[src/rtl/startup_seq.sv]
module startup_seq #(
  parameter int VW  = 12,
  parameter int SW  = 12,
  parameter int NCH = 3,
  parameter int K   = 4,
  parameter int CW  = 16
) (
  input  logic              clk,
  input  logic              rst,
  input  logic [VW-1:0]     vbus,
  input  logic              smp_stb,
  input  logic [NCH*SW-1:0] smp,
  input  logic [VW-1:0]     lo_thr,
  input  logic [VW-1:0]     pre_thr,
  input  logic [CW-1:0]     dis_cnt,
  input  logic [CW-1:0]     settle,
  input  logic [CW-1:0]     pre_tmo,
  input  logic              fault_in,
  output logic              grid_on,
  output logic              byp_on,
  output logic              ctrl_en,
  output logic [NCH*SW-1:0] offs,
  output logic [2:0]        state,
  output logic              fault
);
  localparam int AW = SW + K;
  localparam logic [2:0] S_INIT = 3'd0, S_DISCH = 3'd1, S_OFFS = 3'd2, S_GRID = 3'd3,
                         S_PRECH = 3'd4, S_BYP = 3'd5, S_RUN = 3'd6, S_FAULT = 3'd7;

  logic [2:0]    st;
  logic [CW-1:0] tmr, run;
  logic [K-1:0]  scnt;

  wire          settled = (tmr == settle);
  wire          lo_ok   = vbus < lo_thr;
  wire          hi_ok   = smp_stb && (vbus >= pre_thr);
  wire          last    = &scnt;
  wire [CW:0]   run_nx  = {1'b0, run} + 1'b1;

  always_ff @(posedge clk or posedge rst) begin
    if (rst) begin
      st <= S_INIT; tmr <= '0; run <= '0; scnt <= '0;
    end else if (fault_in && st != S_FAULT) begin
      st <= S_FAULT; tmr <= '0;
    end else begin
      case (st)
        S_INIT:
          if (settled) begin st <= S_DISCH; tmr <= '0; run <= '0; end
          else tmr <= tmr + CW'(1);
        S_DISCH:
          if (smp_stb) begin
            if (!lo_ok) run <= '0;
            else if (run_nx >= {1'b0, dis_cnt}) begin st <= S_OFFS; run <= '0; scnt <= '0; end
            else run <= run_nx[CW-1:0];
          end
        S_OFFS:
          if (smp_stb) begin
            scnt <= scnt + K'(1);
            if (last) begin st <= S_GRID; tmr <= '0; end
          end
        S_GRID:
          if (settled) begin st <= S_PRECH; tmr <= '0; end
          else tmr <= tmr + CW'(1);
        S_PRECH:
          if (hi_ok) begin st <= S_BYP; tmr <= '0; end
          else if (tmr == pre_tmo) st <= S_FAULT;
          else tmr <= tmr + CW'(1);
        S_BYP:
          if (settled) begin st <= S_RUN; tmr <= '0; end
          else tmr <= tmr + CW'(1);
        default: ;
      endcase
    end
  end

  for (genvar c = 0; c < NCH; c++) begin : g_ch
    wire signed [SW-1:0] s   = smp[c*SW +: SW];
    logic signed [AW-1:0] acc;
    logic signed [SW-1:0] o;
    wire signed [AW-1:0] sum = acc + AW'(s);
    always_ff @(posedge clk or posedge rst) begin
      if (rst) begin
        acc <= '0; o <= '0;
      end else if (st != S_OFFS || fault_in) begin
        acc <= '0;
      end else if (smp_stb) begin
        acc <= sum;
        if (last) o <= SW'(sum >>> K);
      end
    end
    assign offs[c*SW +: SW] = o;
  end

  assign state   = st;
  assign grid_on = st inside {S_GRID, S_PRECH, S_BYP, S_RUN};
  assign byp_on  = st inside {S_BYP, S_RUN};
  assign ctrl_en = (st == S_RUN);
  assign fault   = (st == S_FAULT);

  a_r9_fault_in_trips: assert property (@(posedge clk) disable iff (rst)
    fault_in |=> (fault && !grid_on && !byp_on && !ctrl_en));
  a_r10_fault_latched: assert property (@(posedge clk) disable iff (rst)
    fault |=> fault);
  a_r6_bypass_on_threshold: assert property (@(posedge clk) disable iff (rst)
    $rose(byp_on) |-> $past(smp_stb && vbus >= pre_thr));
  a_r5_grid_after_offsets: assert property (@(posedge clk) disable iff (rst)
    $rose(grid_on) |-> $past(st == S_OFFS && smp_stb));
  a_r7_run_after_bypass: assert property (@(posedge clk) disable iff (rst)
    $rose(ctrl_en) |-> $past(byp_on && grid_on));
  a_r8_timeout_trips: assert property (@(posedge clk) disable iff (rst)
    (st == S_PRECH && tmr == pre_tmo && !hi_ok) |=> fault);
  a_r4_offs_stable: assert property (@(posedge clk) disable iff (rst)
    (st != S_OFFS) |=> $stable(offs));
endmodule

[config.mk]
export PLATFORM = sky130hd
export DESIGN_NAME = startup_seq
export DESIGN_NICKNAME = d
export VERILOG_FILES = /design/src/rtl/startup_seq.sv
export SDC_FILE = /design/constraint.sdc
export NUM_CORES = 1
export LEC_CHECK = 0
export BUFFER_PORTS_ARGS = -buffer_cell sky130_fd_sc_hd__buf_2
export CORE_UTILIZATION = 55
export DETAILED_ROUTE_END_ITERATION = 8
export GPL_TIMING_DRIVEN = 0
export PLACE_DENSITY = 0.9
export RECOVER_POWER = 25
export SETUP_SLACK_MARGIN = 0.02
export SYNTH_ARGS = -nofsm -noshare
export SYNTH_HDL_FRONTEND = slang
export SYNTH_SLANG_ARGS = --single-unit
[constraint.sdc]
create_clock -name clk -period 6.95 [get_ports clk]
set_clock_uncertainty 0.15 [all_clocks]
set_input_delay 0.695 -clock clk [delete_from_list [all_inputs] [get_ports clk]]
set_output_delay 0.695 -clock clk [all_outputs]
set_load 0.02 [all_outputs]
==> summary by stage, run 1 <==
Status
The flow ran to the end, but the final reports show violations. The checks that failed: DRC, capacitance limit, slew limit.

Clock tree
The insertion delay of the later-clocked pin in the worst-skew pair is 420 ps. The maximum buffer depth of the clock tree is 2. The cell sitting at the root of the clock tree is a sky130_fd_sc_hd__clkbuf_16. TritonCTS built the clock tree.

CTS built an H-tree with a depth of 4. Once the clock tree was built, the resizer swapped 0 gates to a different size. The number of buffers inserted by hold repair at cts is 0. The clock-pin transition on the worst setup and hold timing paths is approximately 60 ps. Counting the buffers created by CTS gives 17.

Clock tree synthesis found a total of 123 sinks. The post-CTS setup repair buffer count is 0.

Timing
The transition time at the pin with the least slew margin is around 1900 ps. Setup repair after global routing left no endpoint under its margin. The period utilization is 0.622. The final number of hold-violating endpoints was 0. Counting I/O delays and the setup requirement, the final critical path takes between 4000 and 5000 ps. The number of pins exceeding their max-slew limit in the final report is 39. The relative max-transition margin is -0.263.

In the final timing run, aggregate negative setup slack is 0 ps. Based on the critical path, the design can be clocked at up to 0.231 GHz. Setup violations remaining at the end of the flow were counted as 0.

Cells and area
The net count of the finished layout is 1,462. The fraction of the core area covered by cells at the end of the flow is 0.666. In the final layout, the share of cells above drive strength 1 is 0.196.

The number of antenna cells inserted is 0. The number of inserted filler cells in the final layout is 1,322. The synthesis-to-finish area growth is 18.7%.

Setup path
The startpoint type of the worst setup path is a flip-flop. The critical path contains buffers and inverters numbering 2 combined. The signal on the critical path passes through nand3_1, nor4_2, and3_1, and3_1, and3_1, xor2_1, ha_1, a21oi_1, o21ai_0, nand2b_1, or3b_1, clkbuf_1, or2_4, buf_6, o31ai_1. The startpoint identified for the worst register-to-register timing path is run[2].

On the worst path, the slowest cell contributes a delay of between 400 and 500 ps. The cell class contributing the biggest share of worst-path delay is simple AND/OR/NAND/NOR gates. The critical path is of the flip-flop to flip-flop type. The critical path data arrival time is ~4500 ps. Counting cells, the worst reg-to-reg path comes to 15. The data required time at the worst endpoint is a little over 7000 ps.

Among all stages on the critical path, the largest delay is contributed by sky130_fd_sc_hd__nor4_2. Along the worst path, the maximum fanout reaches 10. The worst register-to-register path ends at run[3]. STA classifies the critical path endpoint as a flip-flop. The most frequent cell on the critical path is sky130_fd_sc_hd__and3_1. The minimum setup slack among reg-to-reg paths is around 2600 ps.

Logic synthesis
The most common flop cell mapped by yosys is sky130_fd_sc_hd__dfrtp_1. The number of warnings printed during yosys synthesis is 0. The async set or reset register ratio after synthesis is 1.00. The number of flip-flops and latches in the synthesized netlist is approximately 120.

The synthesized netlist occupies a cell area of 9280 µm². The number of synthesized flops with an enable pin is 0. The net count after synthesis is around 1,300. The number of unique standard cell types used by synthesis is 75. For this run, the register share of the synthesized area comes to 0.332. The area fraction of the dominant cell type after synthesis is 0.332. The largest total area in the synthesized netlist belongs to sky130_fd_sc_hd__dfrtp_1. Yosys attributes the largest share of cell area to sky130_fd_sc_hd__dfrtp_1, sky130_fd_sc_hd__ha_1, sky130_fd_sc_hd__xnor2_1, sky130_fd_sc_hd__nand2_1, sky130_fd_sc_hd__mux2i_1. Synthesis produced a netlist whose cell count is approximately 1,100.

The mean cell area of the mapped netlist is 8.75 µm².

GRT
The via count of the first global-routing pass came to about 8,600. Global routing finished with a remaining overflow of 0. The global routing met1 resource utilization is 0.351. The combined global-route utilization of all metal layers is 0.281. The met2 track utilization from global routing is 0.476. The initial antenna violation count is 1. The met3 track demand over resource is 0.0427.

The busiest layer in global routing is met2. Entering global routing, the biggest net connects 86 pins. The first global-routing pass estimated 39,800 µm of wire.

Hold path
The worst hold path terminates at g_ch[1].o[0]. The source of the worst hold timing path is g_ch[1].o[0]. The path type of the worst min-delay path is flip-flop to flip-flop. The worst hold path passes through 2 cells.

Placement
The half-perimeter wire length after placement is 17,600 µm. The number of buffer cells added on primary ports is between 150 and 200. Routability-driven placement finished with a final weighted congestion of 0.914.

Drt
After detailed routing, the average wire length per cell comes to approximately 16 µm. After detailed routing, the number of vias per cell comes to between 5 and 6. Before antenna repair, the detailed router went through 8 iterations. The final layout contains routed wiring with a total length of around 24,000 µm. After detailed routing, the number of remaining DRC violations is 1.

The starting DRC count in detailed routing is 591. The via count of the routed design is a little under 9,000. Once detail routing completed, the nets flagged for antenna violations numbered 0.

Floorplan
From left edge to right edge, the die measures 132 µm. The core footprint is approximately 17,000 µm². The floorplan has 47 rows.

The die area is about 17,000 µm². During I/O placement, the number of pins put on the boundary was between 150 and 200. The die is 132 µm tall. The initial core utilization is 0.561.

Pwr
The cell-internal power is between 0.0015 and 0.002 W. The worst vdd rail ir drop is around 0.16 mV. In this run the power spent charging and discharging nets is 0.000726 W. Of the total power, the clock network draws 0.400. Of the total power, the share spent switching nets is 0.321. Of the total power, registers draw 0.340. The leakage power summed over all cells is approximately 5.7 nW.

The power per cell area is between 200 and 250 nW/µm². The combinational fraction of design power is 0.260.

Flow run
The tool flagged a number of max-cap violations equal to 1.
## cells in the mapped netlist, types with 6 or more instances
cell type / n
sky130_fd_sc_hd__xor2_1: 16
sky130_fd_sc_hd__o22ai_1: 6
sky130_fd_sc_hd__clkbuf_1: 27
sky130_fd_sc_hd__nor3_1: 22
sky130_fd_sc_hd__a31oi_1: 10
sky130_fd_sc_hd__nand2b_1: 9
sky130_fd_sc_hd__or3_1: 9
sky130_fd_sc_hd__nor2b_1: 8
sky130_fd_sc_hd__nand4_1: 15
sky130_fd_sc_hd__nand3_1: 36
sky130_fd_sc_hd__nand2_1: 135
sky130_fd_sc_hd__inv_1: 61
sky130_fd_sc_hd__nor2_1: 78
sky130_fd_sc_hd__a31o_2: 6
sky130_fd_sc_hd__a211oi_1: 11
sky130_fd_sc_hd__buf_2: 6
sky130_fd_sc_hd__o21ai_0: 65
sky130_fd_sc_hd__ha_1: 89
sky130_fd_sc_hd__and3_1: 23
sky130_fd_sc_hd__o21bai_1: 11
sky130_fd_sc_hd__dfrtp_1: 123
sky130_fd_sc_hd__or2_2: 6
sky130_fd_sc_hd__o31ai_1: 12
sky130_fd_sc_hd__xnor2_1: 70
sky130_fd_sc_hd__a21o_1: 25
sky130_fd_sc_hd__mux2i_1: 38
sky130_fd_sc_hd__a21oi_1: 53
## cells in the final DEF (no fill, tap or decap), types with 9 or more instances in the layout
master,instances
sky130_fd_sc_hd__a21oi_1,53
sky130_fd_sc_hd__nand3_1,36
sky130_fd_sc_hd__nor3_1,22
sky130_fd_sc_hd__nor2_1,78
sky130_fd_sc_hd__xnor2_1,70
sky130_fd_sc_hd__ha_1,89
sky130_fd_sc_hd__clkbuf_16,17
sky130_fd_sc_hd__nand4_1,15
sky130_fd_sc_hd__clkbuf_1,27
sky130_fd_sc_hd__o21bai_1,11
sky130_fd_sc_hd__o31ai_1,12
sky130_fd_sc_hd__xor2_1,16
sky130_fd_sc_hd__o21ai_0,65
sky130_fd_sc_hd__a21o_1,25
sky130_fd_sc_hd__nand2b_1,9
sky130_fd_sc_hd__a211oi_1,11
sky130_fd_sc_hd__inv_1,60
sky130_fd_sc_hd__or3_1,9
sky130_fd_sc_hd__dfrtp_1,123
sky130_fd_sc_hd__and3_1,23
sky130_fd_sc_hd__mux2i_1,38
sky130_fd_sc_hd__nand2_1,135
sky130_fd_sc_hd__buf_2,172
sky130_fd_sc_hd__a31oi_1,10
## worst min-delay path: cells and delay by family (launching register included)
kind             cells  cell delay (ps)
DFF                  1              330
and+or+nand+nor      2              100
## power groups by stage
stage / combinational, W / clock (W) / sequential (W)
2_1_floorplan: 0.000406 / 0 / 0.000781
3_3_place_gp: 0.000554 / 0 / 0.000779
3_5_place_dp: 0.000577 / 0 / 0.000780
4_1_cts: 0.000582 / 0.000915 / 0.000767
5_1_grt: 0.000650 / 0.000948 / 0.000772
6_report: 0.000587 / 0.000904 / 0.000768
## registers in the layout (all words and copies together) (netlist names)
register and count:
g_ch.acc 48, g_ch.o 36, run 16, scnt 4
state 3, tmr 16
## worst max path at each step
stage          startpoint             end  cells after the start  slack [ps]
2_1_floorplan         rst  g_ch[0].acc[0]                      1        2830
3_3_place_gp          rst          tmr[3]                      2        1310
3_5_place_dp       run[2]          run[3]                     15        2700
4_1_cts            run[2]          run[3]                     15        2670
5_1_grt            run[2]         run[13]                     15        2180
6_report           run[2]          run[3]                     15        2630
## metal layers
| layer | vias up | part of all wire |
|---|---|---|
| met2 | 340 | 0.48 |
| li1 | 4134 | - |
| met3 | 72 | 0.052 |
| met4 | 0 | 0.034 |
| met5 | - | 0 |
| met1 | 4126 | 0.43 |
## layout make-up
class	instances	area, µm²	share of cell area
Timing Repair Buffer	167	858	0.0780
Sequential cell	123	3080	0.280
Buffer	39	169	0.0153
Clock inverter	15	174	0.0158
Clock buffer	17	425	0.0386
Tap cell	220	275	0.0250
Inverter	64	241	0.0219
Multi-Input combinational cell	834	5790	0.526
## stage by stage
step / area (µm²) / worst slack [ps] / hold slack, ps / power (W) / instances
2_1_floorplan: 9280 / 2830 / 295 / 0.00119 / 1060
3_3_place_gp: 10400 / 1310 / 302 / 0.00133 / 1446
3_5_place_dp: 10400 / 2700 / 307 / 0.00136 / 1447
4_1_cts: 11000 / 2670 / 133 / 0.00226 / 1479
5_1_grt: 11000 / 2180 / 335 / 0.00237 / 1479
6_report: 11000 / 2630 / 317 / 0.00226 / 1479
## cell families (layout without fill, tap and decap cells)
kind of cell / count (synthesis) / count (layout) / share of synthesized area
AOI/OAI and AO/OA: 249 / 249 / 0.181
xor gates and xnor gates: 87 / 87 / 0.0836
adders and majority gates: 92 / 92 / 0.127
buffers and inverters: 103 / 302 / 0.0441
DFF: 123 / 123 / 0.332
muxes: 40 / 40 / 0.0434
and+or+nand+nor: 366 / 366 / 0.189
Power figures use the tool's default switching activity.
==> inputs of run 2 (changes only) <==
==> constraint.sdc (replaced) <==
create_clock -name clk -period 4.5 [get_ports clk]
set_clock_uncertainty 0.15 [all_clocks]
set_input_delay 0.45 -clock clk [delete_from_list [all_inputs] [get_ports clk]]
set_output_delay 0.45 -clock clk [all_outputs]
set_load 0.02 [all_outputs]
==> run 2 against run 1 <==
Against the previous run:
- the flow still finishes with violations (DRC, capacitance limit, slew limit)
- final cell count hardly changed
- clock-buffer cell count stayed put
- sequential share of layout area is 0.054 points higher
- sequential cell count stayed put
- critical endpoint unchanged
- global-route usage stayed put
==> summary by stage, run 2 (synthesis gave the netlist of run 1 again) <==
Status
The run finished, with violations left. The checks that failed: DRC, capacitance limit, slew limit.

Cells and area
The ratio of cells with drive above 1 in the final layout came to 0.183 (-0.0136). The register cell area after layout is 3080 µm² (unchanged). The library cell used most frequently in the layout, excluding fill and tap cells, is sky130_fd_sc_hd__buf_2. The library cells used most frequently in the layout, excluding fill and tap cells, are sky130_fd_sc_hd__buf_2, sky130_fd_sc_hd__nand2_1, sky130_fd_sc_hd__dfrtp_1. The number of antenna cells inserted was 0 (unchanged). The flip-flop count of the largest register after layout is 48 (unchanged). The synthesis-to-finish area growth is 18.5%.

The cell area after layout is 11,000 µm² (-0.19%). The register bank with the most flops is g_ch.acc. The number of nets in the final layout came to 1,463 (+0.068%). The area occupied by multi-input gates is 5800 µm² (+0.24%).

In the final layout, the registers with the most flip-flops are g_ch.acc (48), g_ch.o (36). The number of inserted filler cells in the final layout is 1,330 (+0.61%). The count of non-filler cells in the finished layout is 1,480 (+0.068%).

Timing
The transition time at the pin with the least slew margin is 1930 ps (+45.8 ps). The number of pins exceeding their max-slew limit in the final report is 126 (+220%). The setup-violating endpoint count in the final report came to 0 (unchanged). The relative max-transition margin was -0.287 (-0.0236). The final setup TNS is 0 ps (unchanged). Setup repair after global routing left no endpoint under its margin.

The period utilization was 0.930 (+0.308). The final number of hold-violating endpoints is 0 (unchanged). The shortest period the worst path allows is 4190 ps (-137 ps). The highest attainable clock frequency is 0.239 GHz (+3.3%).

Pwr
The leakage power summed over all cells is 5.63 nW (-1.2%). The worst vdd rail ir drop is 0.247 mV (+55%). The power per cell area is 317 nW/µm² (+55%).

GRT
The via count of the first global-routing pass is 8,588 (unchanged). The combined global-route utilization of all metal layers is 0.281 (unchanged). The global routing met1 resource utilization was 0.351 (unchanged). The initial antenna violation count is 1 (unchanged). The met2 track utilization from global routing was 0.476 (unchanged).

The largest net degree at the start of global routing is 86 (unchanged). The global-route congestion overflow total was 0 (unchanged). The busiest layer in global routing is met2. The global-route wire length before repair is 39,800 µm (unchanged). The met3 track demand over resource is 0.0427 (unchanged).

Placement
The half-perimeter wire length after placement is 17,600 µm (unchanged). The area after detailed placement is 10,400 µm² (unchanged). The instance count after placement with tap cells included is 1,447 (unchanged). The number of buffer cells added on primary ports is 166 (unchanged). The routability-driven placement congestion ratio is 0.914 (unchanged).

Setup path
The critical path data arrival time was 4350 ps (-140 ps). The startpoint type of the worst setup path is a flip-flop. The highest fanout seen on the critical path is 10 (unchanged). The critical path goes through nand3_2, nor4_4, and3_1, and3_1, and3_1, xor2_1, ha_1, a21oi_1, o21ai_0, nand2b_1, or3b_1, clkbuf_1, or2_4, buf_6, o31ai_1. Among the stages of the critical path, the cell type that occurs most often is sky130_fd_sc_hd__and3_1. The worst stage delay on the critical path is 450 ps (-40 ps). For this design, the slowest cell found on the critical path is sky130_fd_sc_hd__dfrtp_1. The critical path is of the flip-flop to flip-flop type. STA classifies the critical path endpoint as a flip-flop. The number of logic stages on the critical path including buffering is 15 (unchanged). The depth of the worst register-to-register path is 15 (unchanged). The data required time at the worst endpoint was 4670 ps (-2450 ps). The buffering stage count on the worst path with inverters included is 2 (unchanged).

Broken down by cell family, the worst path's largest delay share belongs to simple AND/OR/NAND/NOR gates.

Drt
The final routed DRC violation total is 1 (unchanged). The final routed wirelength across all metal layers was 23,700 µm (+0.14%). The first-pass iteration count of the detailed router is 7 (-1). The number of nets still failing antenna checks after routing is 0 (unchanged). The starting DRC count in detailed routing is 623 (+5.4%). The via count of the routed design was 8,704 (+0.37%). The detail-routed via count per cell is 5.88 (+0.30%).

The wire length per cell after detailed routing came to 16.0 µm (about the same).

Clock tree
The insertion delay of the later-clocked pin in the worst-skew pair is 420 ps (about the same). The TritonCTS buffer count came to 17 (unchanged). CTS placed an instance of sky130_fd_sc_hd__clkbuf_16 at the clock tree root. The H-tree level count is 4 (unchanged).

The number of clock sinks was 123 (unchanged). The post-CTS setup repair buffer count is 0 (unchanged). TritonCTS built the clock tree. The clock-pin transition on the worst setup and hold timing paths was 60 ps (about the same). The maximum buffer depth of the clock tree is 2 (unchanged).

Floorplan
The die height came to 132 µm (unchanged). The die area came to 17,400 µm² (unchanged). The initial core utilization is 0.561 (unchanged). The horizontal extent of the die came to 132 µm (unchanged). The I/O pin count is 167 (unchanged). The site row count was 47 (unchanged). The core footprint was 16,500 µm² (unchanged).

Hold path
The instance count along the most critical hold path was 3 (+1). The path type of the worst min-delay path is primary input to flip-flop.

Flow run
The max capacitance violation total is 2 (+1).
run 2: changes by cell type in the layout (fill, tap and decap cells not counted):
| cell | previous run | this run |
|---|---|---|
| sky130_fd_sc_hd__buf_16 | 1 | 0 |
| sky130_fd_sc_hd__buf_2 | 172 | 153 |
| sky130_fd_sc_hd__clkbuf_1 | 27 | 45 |
| sky130_fd_sc_hd__clkbuf_2 | 0 | 2 |
| sky130_fd_sc_hd__dlygate4sd3_1 | 0 | 1 |
| sky130_fd_sc_hd__nand3_1 | 36 | 35 |
| sky130_fd_sc_hd__nand3_2 | 0 | 1 |
| sky130_fd_sc_hd__nor4_2 | 2 | 1 |
| sky130_fd_sc_hd__nor4_4 | 1 | 2 |
run 2: path summary, 6_finish.rpt:
check	startpoint	to	slack (ps)
setup / recovery	run[2]	run[3]	310
hold / removal	fault_in	state[2]	240
setup reg to reg	run[2]	run[3]	310
hold reg to reg	g_ch[1].o[0]	g_ch[1].o[0]	320
max in group asynchronous	rst	tmr[13]	750
min in group asynchronous	rst	run[10]	860
run 2: final cells by class:
cell class	count	share of cell area
inverters	64	0.0220
plain buffers	39	0.0155
clock inverters	15	0.0158
flip-flops and latches	123	0.280
well taps	220	0.0251
multi-input cells	834	0.528
repair buffers	168	0.0748
clock buffers	17	0.0387
run 2: worst reg2reg max path, stage by stage (launching register included):
cell and delay [ps]:
sky130_fd_sc_hd__dfrtp_1 450, sky130_fd_sc_hd__nand3_2 220, sky130_fd_sc_hd__nor4_4 380, sky130_fd_sc_hd__and3_1 300
sky130_fd_sc_hd__and3_1 250, sky130_fd_sc_hd__and3_1 230, sky130_fd_sc_hd__xor2_1 160, sky130_fd_sc_hd__ha_1 260
sky130_fd_sc_hd__a21oi_1 120, sky130_fd_sc_hd__o21ai_0 140, sky130_fd_sc_hd__nand2b_1 200, sky130_fd_sc_hd__or3b_1 350
sky130_fd_sc_hd__clkbuf_1 200, sky130_fd_sc_hd__or2_4 300, sky130_fd_sc_hd__buf_6 150, sky130_fd_sc_hd__o31ai_1 220
run 2: routing by layer:
layer | vias to the layer above | part of all wire
met5 | - | 0
met4 | 0 | 0.035
met3 | 76 | 0.056
met2 | 339 | 0.48
met1 | 4153 | 0.43
li1 | 4136 | -
run 2: repair_timing:
item,4_1_cts,5_1_grt
hold endpoints to repair,38,0
endpoints found under the setup margin,0,14
resized for setup,0,4
hold buffers,1,0
run 2: power by group:
group	internal, W	switching, W
combinational	0.000356	0.000548
clock	0.000869	0.000526
sequential	0.00114	0.0000466
run 2: per-stage QoR:
stage	hold WS (ps)	power [W]	utilization	setup WS, ps
3_3_place_gp	302	0.00206	0.628	-895
2_1_floorplan	295	0.00183	-	629
4_1_cts	231	0.00350	0.667	219
6_report	240	0.00349	0.665	313
3_5_place_dp	307	0.00210	0.630	246
5_1_grt	270	0.00366	0.665	5.20
